$ cat src/rtl/psup_pkg.sv
package psup_pkg;

  localparam int NCH = 2;

  typedef enum logic [1:0] {
    MODE_SHUT    = 2'b00,
    MODE_STANDBY = 2'b01,
    MODE_RUN     = 2'b10
  } opMode_e;

  typedef enum logic [1:0] {
    SEQ_INDEP     = 2'b00,
    SEQ_B_FIRST   = 2'b01,
    SEQ_A_FIRST   = 2'b10,
    SEQ_INDEP_ALT = 2'b11
  } seq_e;

  // strobes from control to the timer datapath
  typedef struct packed {
    logic           pgRestart;
    logic [NCH-1:0] uvRun;
  } dpCtl_t;

endpackage

$ cat src/rtl/psup_sync.sv
module psup_sync #(
  parameter int WIDTH  = 1,
  parameter int STAGES = 2
) (
  input  logic             clk,
  input  logic             rstN,
  input  logic [WIDTH-1:0] dIn,
  output logic [WIDTH-1:0] qOut
);

  logic [WIDTH-1:0] stage [STAGES];

  always_ff @(posedge clk or negedge rstN) begin
    if (!rstN) begin
      for (int i = 0; i < STAGES; i++) stage[i] <= '0;
    end else begin
      stage[0] <= dIn;
      for (int i = 1; i < STAGES; i++) stage[i] <= stage[i-1];
    end
  end

  assign qOut = stage[STAGES-1];

endmodule

$ cat src/rtl/psup_timers.sv
module psup_timers
  import psup_pkg::*;
#(
  parameter int PG_DELAY = 32000,
  parameter int UV_ARM   = 6144
) (
  input  logic           clk,
  input  logic           rstN,
  input  logic           tick,
  input  dpCtl_t         ctl,
  output logic           pgDone,
  output logic [NCH-1:0] uvArmed
);

  localparam int PGW = $clog2(PG_DELAY + 1);
  localparam int UVW = $clog2(UV_ARM + 1);
  localparam logic [PGW-1:0] PG_MAX = PGW'(PG_DELAY);
  localparam logic [UVW-1:0] UV_MAX = UVW'(UV_ARM);

  logic [PGW-1:0] pgCnt;

  always_ff @(posedge clk or negedge rstN) begin
    if (!rstN)                       pgCnt <= '0;
    else if (ctl.pgRestart)          pgCnt <= '0;
    else if (tick && pgCnt != PG_MAX) pgCnt <= pgCnt + 1'b1;
  end

  assign pgDone = (pgCnt == PG_MAX);

  // the power-good count can only complete on a switching-cycle tick
  p_pg_on_tick_r6: assert property (@(posedge clk) disable iff (!rstN)
    $rose(pgDone) |-> $past(tick));

  for (genvar ch = 0; ch < NCH; ch++) begin : g_uv
    logic [UVW-1:0] uvCnt;

    always_ff @(posedge clk or negedge rstN) begin
      if (!rstN)                          uvCnt <= '0;
      else if (!ctl.uvRun[ch])            uvCnt <= '0;
      else if (tick && uvCnt != UV_MAX)   uvCnt <= uvCnt + 1'b1;
    end

    assign uvArmed[ch] = (uvCnt == UV_MAX);

    // arming completes on a tick and is dropped once the channel stops
    p_uv_arm_tick_r10: assert property (@(posedge clk) disable iff (!rstN)
      $rose(uvArmed[ch]) |-> $past(tick));
    p_uv_disarm_r10: assert property (@(posedge clk) disable iff (!rstN)
      !ctl.uvRun[ch] |=> !uvArmed[ch]);
  end

endmodule

$ cat src/rtl/psup_ctrl.sv
module psup_ctrl
  import psup_pkg::*;
(
  input  logic           clk,
  input  logic           rstN,
  input  logic           shdnS,
  input  logic           onAS,
  input  logic           onBS,
  input  logic           capS,
  input  logic           otS,
  input  logic           porS,
  input  logic [1:0]     seqSel,
  input  logic [NCH-1:0] rstOkS,
  input  logic [NCH-1:0] uvS,
  input  logic [NCH-1:0] ovS,
  input  logic           pgDone,
  input  logic [NCH-1:0] uvArmed,
  output dpCtl_t         ctl,
  output logic [1:0]     opMode,
  output logic [NCH-1:0] chEn,
  output logic           sysResetN,
  output logic           latchedOff,
  output logic           lowSideForce
);

  logic           onAPrev, startSeq, capSeen;
  logic           latchReg, lsReg, rstReg;
  logic [NCH-1:0] enReg;
  opMode_e        modeReg;

  logic           active, crossMode, onARise, onAFall, clearFault;
  logic           startNext, capNext, ovHit, uvHit, latchNext, lsNext;
  logic           monOk, rstNext;
  logic [NCH-1:0] enReq, enNext;
  opMode_e        modeNext;

  always_comb begin
    active    = shdnS & ~otS & ~porS;
    crossMode = (seqSel == SEQ_B_FIRST) || (seqSel == SEQ_A_FIRST);
    onARise   = onAS & ~onAPrev;
    onAFall   = ~onAS & onAPrev;

    // cross-triggered start: armed by an edge, held by the level
    if (!active || !onAS || !crossMode) startNext = 1'b0;
    else if (onARise)                   startNext = 1'b1;
    else                                startNext = startSeq;
    capNext = startNext & (capSeen | capS);

    unique case (seqSel)
      SEQ_B_FIRST: enReq = {startNext, startNext & capNext};
      SEQ_A_FIRST: enReq = {startNext & capNext, startNext};
      default:     enReq = {onBS, onAS};
    endcase

    // fault latch: release causes win over new faults in the same cycle
    clearFault = ~shdnS | porS | onAFall;
    ovHit      = active & (|ovS);
    uvHit      = active & (|(uvS & uvArmed & enReg));
    latchNext  = clearFault ? 1'b0 : (latchReg | ovHit | uvHit);
    lsNext     = clearFault ? 1'b0 : (lsReg | ovHit);

    enNext = (active && !latchNext) ? enReq : '0;

    if (!active)       modeNext = MODE_SHUT;
    else if (|enNext)  modeNext = MODE_RUN;
    else               modeNext = MODE_STANDBY;

    // power-good monitoring set depends on the start order
    if (crossMode) monOk = (&enReg) & (&rstOkS);
    else           monOk = enReg[0] & rstOkS[0];
    rstNext = active & ~latchReg & pgDone & monOk;

    ctl.pgRestart = (enNext == '0) || ((enNext & ~enReg) != '0);
    ctl.uvRun     = enReg;
  end

  always_ff @(posedge clk or negedge rstN) begin
    if (!rstN) begin
      onAPrev  <= 1'b0;
      startSeq <= 1'b0;
      capSeen  <= 1'b0;
      latchReg <= 1'b0;
      lsReg    <= 1'b0;
      enReg    <= '0;
      modeReg  <= MODE_SHUT;
      rstReg   <= 1'b0;
    end else begin
      onAPrev  <= onAS;
      startSeq <= startNext;
      capSeen  <= capNext;
      latchReg <= latchNext;
      lsReg    <= lsNext;
      enReg    <= enNext;
      modeReg  <= modeNext;
      rstReg   <= rstNext;
    end
  end

  assign opMode       = modeReg;
  assign chEn         = enReg;
  assign sysResetN    = rstReg;
  assign latchedOff   = latchReg;
  assign lowSideForce = lsReg;

  // shutdown never coexists with an enabled channel
  p_shut_no_en_r1: assert property (@(posedge clk) disable iff (!rstN)
    (modeReg == MODE_SHUT) |-> (enReg == '0));
  // a latched fault keeps both channels off
  p_latch_kills_en_r11: assert property (@(posedge clk) disable iff (!rstN)
    latchReg |-> (enReg == '0));
  // low-side forcing only under a latched fault
  p_ls_needs_latch_r11: assert property (@(posedge clk) disable iff (!rstN)
    lsReg |-> latchReg);
  // reset release only after the delay count finished
  p_reset_after_pg_r6: assert property (@(posedge clk) disable iff (!rstN)
    rstReg |-> $past(pgDone));
  // with B first, A never runs without B
  p_b_first_order_r4: assert property (@(posedge clk) disable iff (!rstN)
    ($past(seqSel) == SEQ_B_FIRST && enReg[0]) |-> enReg[1]);
  // with A first, B never runs without A
  p_a_first_order_r5: assert property (@(posedge clk) disable iff (!rstN)
    ($past(seqSel) == SEQ_A_FIRST && enReg[1]) |-> enReg[0]);

endmodule

$ cat src/rtl/psu_supervisor.sv
module psu_supervisor
  import psup_pkg::*;
#(
  parameter int PG_DELAY    = 32000,
  parameter int UV_ARM      = 6144,
  parameter int SYNC_STAGES = 2
) (
  input  logic       clk,
  input  logic       rstN,
  input  logic       shdnN,
  input  logic       onA,
  input  logic       onB,
  input  logic [1:0] seqSel,
  input  logic       capAbove,
  input  logic       tick,
  input  logic [1:0] rstOkFlag,
  input  logic [1:0] uvFlag,
  input  logic [1:0] ovFlag,
  input  logic       otFlag,
  input  logic       porFlag,
  output logic [1:0] opMode,
  output logic [1:0] chEn,
  output logic       sysResetN,
  output logic       latchedOff,
  output logic       lowSideForce
);

  localparam int SW = 6 + 3 * NCH;

  logic [SW-1:0]  rawIn, syncIn;
  logic           shdnS, onAS, onBS, capS, otS, porS;
  logic [NCH-1:0] rstOkS, uvS, ovS, uvArmed;
  logic           pgDone;
  dpCtl_t         ctl;

  assign rawIn = {shdnN, onA, onB, capAbove, otFlag, porFlag, rstOkFlag, uvFlag, ovFlag};

  psup_sync #(.WIDTH(SW), .STAGES(SYNC_STAGES)) u_sync (
    .clk  (clk),
    .rstN (rstN),
    .dIn  (rawIn),
    .qOut (syncIn)
  );

  assign {shdnS, onAS, onBS, capS, otS, porS, rstOkS, uvS, ovS} = syncIn;

  psup_ctrl u_ctrl (
    .clk          (clk),
    .rstN         (rstN),
    .shdnS        (shdnS),
    .onAS         (onAS),
    .onBS         (onBS),
    .capS         (capS),
    .otS          (otS),
    .porS         (porS),
    .seqSel       (seqSel),
    .rstOkS       (rstOkS),
    .uvS          (uvS),
    .ovS          (ovS),
    .pgDone       (pgDone),
    .uvArmed      (uvArmed),
    .ctl          (ctl),
    .opMode       (opMode),
    .chEn         (chEn),
    .sysResetN    (sysResetN),
    .latchedOff   (latchedOff),
    .lowSideForce (lowSideForce)
  );

  psup_timers #(.PG_DELAY(PG_DELAY), .UV_ARM(UV_ARM)) u_timers (
    .clk     (clk),
    .rstN    (rstN),
    .tick    (tick),
    .ctl     (ctl),
    .pgDone  (pgDone),
    .uvArmed (uvArmed)
  );

endmodule

$ cat config.mk
export PLATFORM = sky130hd
export DESIGN_NAME = psu_supervisor
export DESIGN_NICKNAME = d
export VERILOG_FILES = /design/src/rtl/psup_pkg.sv /design/src/rtl/psup_sync.sv /design/src/rtl/psup_timers.sv /design/src/rtl/psup_ctrl.sv /design/src/rtl/psu_supervisor.sv
export SDC_FILE = /design/constraint.sdc
export NUM_CORES = 1
export LEC_CHECK = 0
export CAP_MARGIN = 5
export CORE_ASPECT_RATIO = 1.5
export CORE_MARGIN = 3
export CORE_UTILIZATION = 45
export DETAILED_ROUTE_END_ITERATION = 16
export SYNTH_ARGS = -nofsm -noshare
export SYNTH_HDL_FRONTEND = slang
export SYNTH_SLANG_ARGS = --single-unit
$ cat constraint.sdc
create_clock -name clk -period 2 [get_ports clk]
set_input_delay 0.2 -clock clk [delete_from_list [all_inputs] [get_ports clk]]
set_output_delay 0.2 -clock clk [all_outputs]
set_load 0.01 [all_outputs]
==> run summary, run 1 <==
WORST HOLD PATH
------------------------------------------------------------------------------------------------------
Type of the tightest min-delay check                                                      primary input to flip-flop
WHS Path Cells                                                                                       1
Endpoint with the worst hold slack                                                        u_sync.stage[14]
Min-Delay Startpoint                                                                         uvFlag[0]

CLOCK NETWORK
------------------------------------------------------------------------------------------------------
Worst-Skew Late Latency                                                                        0.35 ns
Clk sinks                                                                                           75
Max clock buf depth                                                                                  2
Root buffer cell                                                                              clkbuf_8
Clock transition at the register clock pins on the worst setup and hold paths after CTS        0.08 ns
Depth of the CTS H-tree                                                                              3
Number of buffers added by the clock tree synthesis step                                             9
Clock tree from TritonCTS                                                                        built

TIMING
------------------------------------------------------------------------------------------------------
Worst hold-check slack                                                                        0.279 ns
Max Freq                                                                                       540 MHz
Number of failing setup endpoints in the final timing report                                         0
Final hold violations                                                                                0
Final Skew                                                                                  0.00715 ns
Total negative slack                                                                              0 ns
Post-layout min period                                                                         1.85 ns
Final number of max-transition violations                                                            0
Pin slew with the least headroom to its limit                                                 0.540 ns
Normalized max-slew margin                                                                       0.638
Minimum setup slack in the final design                                                       0.147 ns
Unrepaired setup endpoints after global routing                                                  false
Share of the clock period used by the worst path after layout                                    0.927

LOGIC SYNTHESIS
------------------------------------------------------------------------------------------------------
Number of synthesized flops with an enable pin                                                       0
Gate Count Post-Synth                                                                              299
Syn avg cell area                                                                           11.6 sq um
Simple-gate share of the synthesized area                                                        0.249
Adder and majority gate portion of the synthesized area                                         0.0289
Dominant combinational cell family by area after synthesis                                simple AND/OR/NAND/NOR gates
Number of nets produced by synthesis                                                               324
Post-synthesis instance area                                                                3460 sq um
Leading register cell type out of synthesis                                                    dfrtp_1
Post-synthesis async set-or-reset flop share                                                      1.00
Compound-cell area share of the yosys netlist                                                   0.0553
Xor and xnor area share after synthesis                                                         0.0911
Synthesis-stage register bit count                                                                  75
Warnings from Yosys                                                                                  0
Share of synthesized area spent on multiplexers                                                0.00578
Synth unique cells                                                                                  46
Sequential cell area fraction in the yosys report                                                0.542

FLOORPLANNING
------------------------------------------------------------------------------------------------------
Starting density of the core                                                                     0.470
Number of I/O pins                                                                                  24
Area of the placeable core                                                                  7370 sq um
Die Footprint                                                                               8800 sq um
Std cell rows                                                                                       38
Floorplan die height                                                                       113 microns
Die extent in x                                                                           77.6 microns

LAYOUT
------------------------------------------------------------------------------------------------------
Post-layout instance count excluding filler cells                                                  459
Number of diodes added for antenna fixing                                                            0
Layout area overhead                                                                             22.4%
Fraction of layout instances using a drive strength above 1                                      0.184
Filler instances                                                                                   646
Number of nets in the final layout                                                                 379
Commonest cells after routing, fill and taps aside                                        75 x dfrtp_1, 26 x buf_4, 23 x and2_1
Most common cell after layout, fill and taps aside                                             dfrtp_1
Share of the core filled with cells in the final layout                                          0.575
Final standard cell area without fillers                                                    4240 sq um

SETUP PATH
------------------------------------------------------------------------------------------------------
Setup slack of the worst register-to-register path                                             0.15 ns
Largest driver fanout on the critical path                                                          19
Critical Path Sink Type                                                                      flip-flop
R2R Path End                                                                              u_timers.pgCnt[1]
Required time of the critical path                                                             2.21 ns
Worst Path Class, Setup                                                                   flip-flop to flip-flop
Number of cells traversed by the worst register-to-register path                                     8
Origin of the critical flop-to-flop path                                                  u_timers.g_uv[1].uvCnt[0]
Endpoint arrival time on the critical path                                                     2.06 ns
Startpoint types                                                                             flip-flop

DETAILED ROUTING
------------------------------------------------------------------------------------------------------
WL/cell                                                                                   13.6 microns
DRT Wirelength                                                                            6220 microns
Via density per instance                                                                          5.07
Detailed-route via count                                                                          2325
DRC violation total after the first TritonRoute iteration                                           73
Number of iterations in the first detailed-routing pass                                              4
Post-detailed-route count of antenna-violating nets                                                  0
# DRC                                                                                                0

GLOBAL ROUTING
------------------------------------------------------------------------------------------------------
Pin count of the biggest net entering global routing                                                43
Total routing usage reported by global routing                                                   0.161
Congestion Overflow GR                                                                               0
First-pass GRT wire length                                                                11000 microns
Number of global-route vias before repair                                                         2463
Antenna violations before repair                                                                     0

RUN
------------------------------------------------------------------------------------------------------
Reported max-cap violation count                                                                     0

PLACE
------------------------------------------------------------------------------------------------------
Post-placement worst setup slack                                                             -0.233 ns
Number of I/O port buffers                                                                          23
Detailed Place HPWL                                                                       4480 microns
Standard cell area after detailed placement                                                 4000 sq um
GPL Wtd Cong                                                                                     0.785
Cell Count Post-Placement                                                                          442

POWER AND IR DROP
------------------------------------------------------------------------------------------------------
Post-layout total power                                                                        2.96 mW
Leakage power                                                                                  1.78 nW
Power density normalized to cell area                                                      698 nW/um^2
Largest voltage drop on the vdd net                                                           0.621 mV

RUN STATUS
------------------------------------------------------------------------------------------------------
Status                                                                                    finished clean

-- cell usage after synthesis, types with 2 or more instances --
| cell | instances | area [sq um] |
|---|---|---|
| a21boi_0 | 2 | 15.0 |
| a21oi_1 | 5 | 25.0 |
| and4_1 | 2 | 17.5 |
| nor3_1 | 14 | 70.1 |
| nor3_2 | 8 | 80.1 |
| and3_1 | 4 | 25.0 |
| xnor2_1 | 22 | 193 |
| nor4_1 | 6 | 37.5 |
| mux2i_1 | 2 | 20.0 |
| buf_6 | 2 | 22.5 |
| o21ai_0 | 2 | 10.0 |
| ha_1 | 8 | 100 |
| nand3_1 | 16 | 80.1 |
| nand2_1 | 17 | 63.8 |
| nor4b_1 | 4 | 35.0 |
| nand4_1 | 13 | 81.3 |
| inv_1 | 14 | 52.6 |
| buf_2 | 2 | 10.0 |
| nor2_1 | 11 | 41.3 |
| nor2b_1 | 3 | 18.8 |
| and2_1 | 23 | 144 |
| nand2b_1 | 3 | 18.8 |
| xor2_1 | 14 | 123 |
| or3_1 | 3 | 18.8 |
| dfrtp_1 | 75 | 1880 |
| nor4b_2 | 2 | 30.0 |
| clkbuf_1 | 3 | 11.3 |
-- sequential cells by signal, indices dropped and copies added (netlist names), 2 cells and up --
register / flops
u_ctrl.chEn: 2
u_timers.g_uv.uvCnt: 26
u_ctrl.opMode: 2
u_sync.qOut: 12
u_sync.stage: 12
u_timers.pgCnt: 15
-- worst max-delay path, cell delays in order, from the launching register on --
cell	delay [ns]
dfrtp_1	0.41
inv_1	0.12
ha_1	0.17
nor4b_4	0.26
nand4_1	0.17
o211ai_2	0.14
a2bb2oi_4	0.19
buf_12	0.17
nor3_1	0.07
-- kinds of logic (layout without fill, tap and decap cells) --
logic type,count (synthesis),count (layout)
xor gates and xnor gates,36,36
DFF,75,75
AOI/OAI and AO/OA,20,20
muxes,2,2
buffers and inverters,21,81
adders and majority gates,8,8
and+or+nand+nor,137,137
-- area by class of cell --
class                           instances  area (sq um)  area share
Timing Repair Buffer                   51           465       0.110
Clock buffer                           11           141      0.0334
Multi-Input combinational cell        203          1520       0.358
Clock inverter                          5          60.1      0.0142
Inverter                               14          52.6      0.0124
Tap cell                              100           125      0.0295
Sequential cell                        75          1880       0.443
-- layer usage --
metal	up-vias	GRT usage	wire length (microns)
li1	1140	-	-
met2	29	0.273	3250
met5	-	0	0
met3	11	0.0529	177
met1	1145	0.183	2670
met4	0	0.0724	124
-- how the worst max path moves through the flow --
stage	startpoint	endpoint	slack, ns	cells past startpoint
6_report	u_timers.g_uv[1].uvCnt[0]	u_timers.pgCnt[1]	0.15	8
5_1_grt	u_timers.g_uv[0].uvCnt[0]	u_timers.pgCnt[6]	0.0002	8
4_1_cts	u_timers.g_uv[1].uvCnt[0]	u_timers.pgCnt[1]	0.06	8
3_5_place_dp	seqSel[0]	u_timers.pgCnt[5]	-0.23	8
3_3_place_gp	seqSel[0]	u_timers.pgCnt[5]	-0.17	8
2_1_floorplan	u_timers.g_uv[1].uvCnt[0]	u_ctrl.chEn[1]	0.19	8
-- report_power, final --
| part | total (mW) | internal (mW) | switching [mW] | leakage [nW] |
|---|---|---|---|---|
| sequential | 1.56 | 1.54 | 0.0138 | 0.989 |
| clock | 1.18 | 0.617 | 0.567 | 0.100 |
| combinational | 0.215 | 0.101 | 0.114 | 0.695 |
| total | 2.96 | 2.26 | 0.695 | 1.78 |
-- what timing repair did --
action	4_1_cts	5_1_grt
buffers inserted	0	0
hold endpoints to repair	33	0
gates resized for setup	0	4
hold buffers	1	0
setup endpoints to repair	0	18
Power figures use the tool's default switching activity.
==> run 2: changes to the inputs <==
--- a/config.mk
+++ b/config.mk
@@ -5,7 +5,7 @@
 export SDC_FILE = /design/constraint.sdc
 export NUM_CORES = 1
 export LEC_CHECK = 0
-export CAP_MARGIN = 5
+export CAP_MARGIN = 20
 export CORE_ASPECT_RATIO = 1.5
 export CORE_MARGIN = 3
 export CORE_UTILIZATION = 45
==> results of run 2 <==
No change in the layout: final DEF, timing and power equal those of run 1.
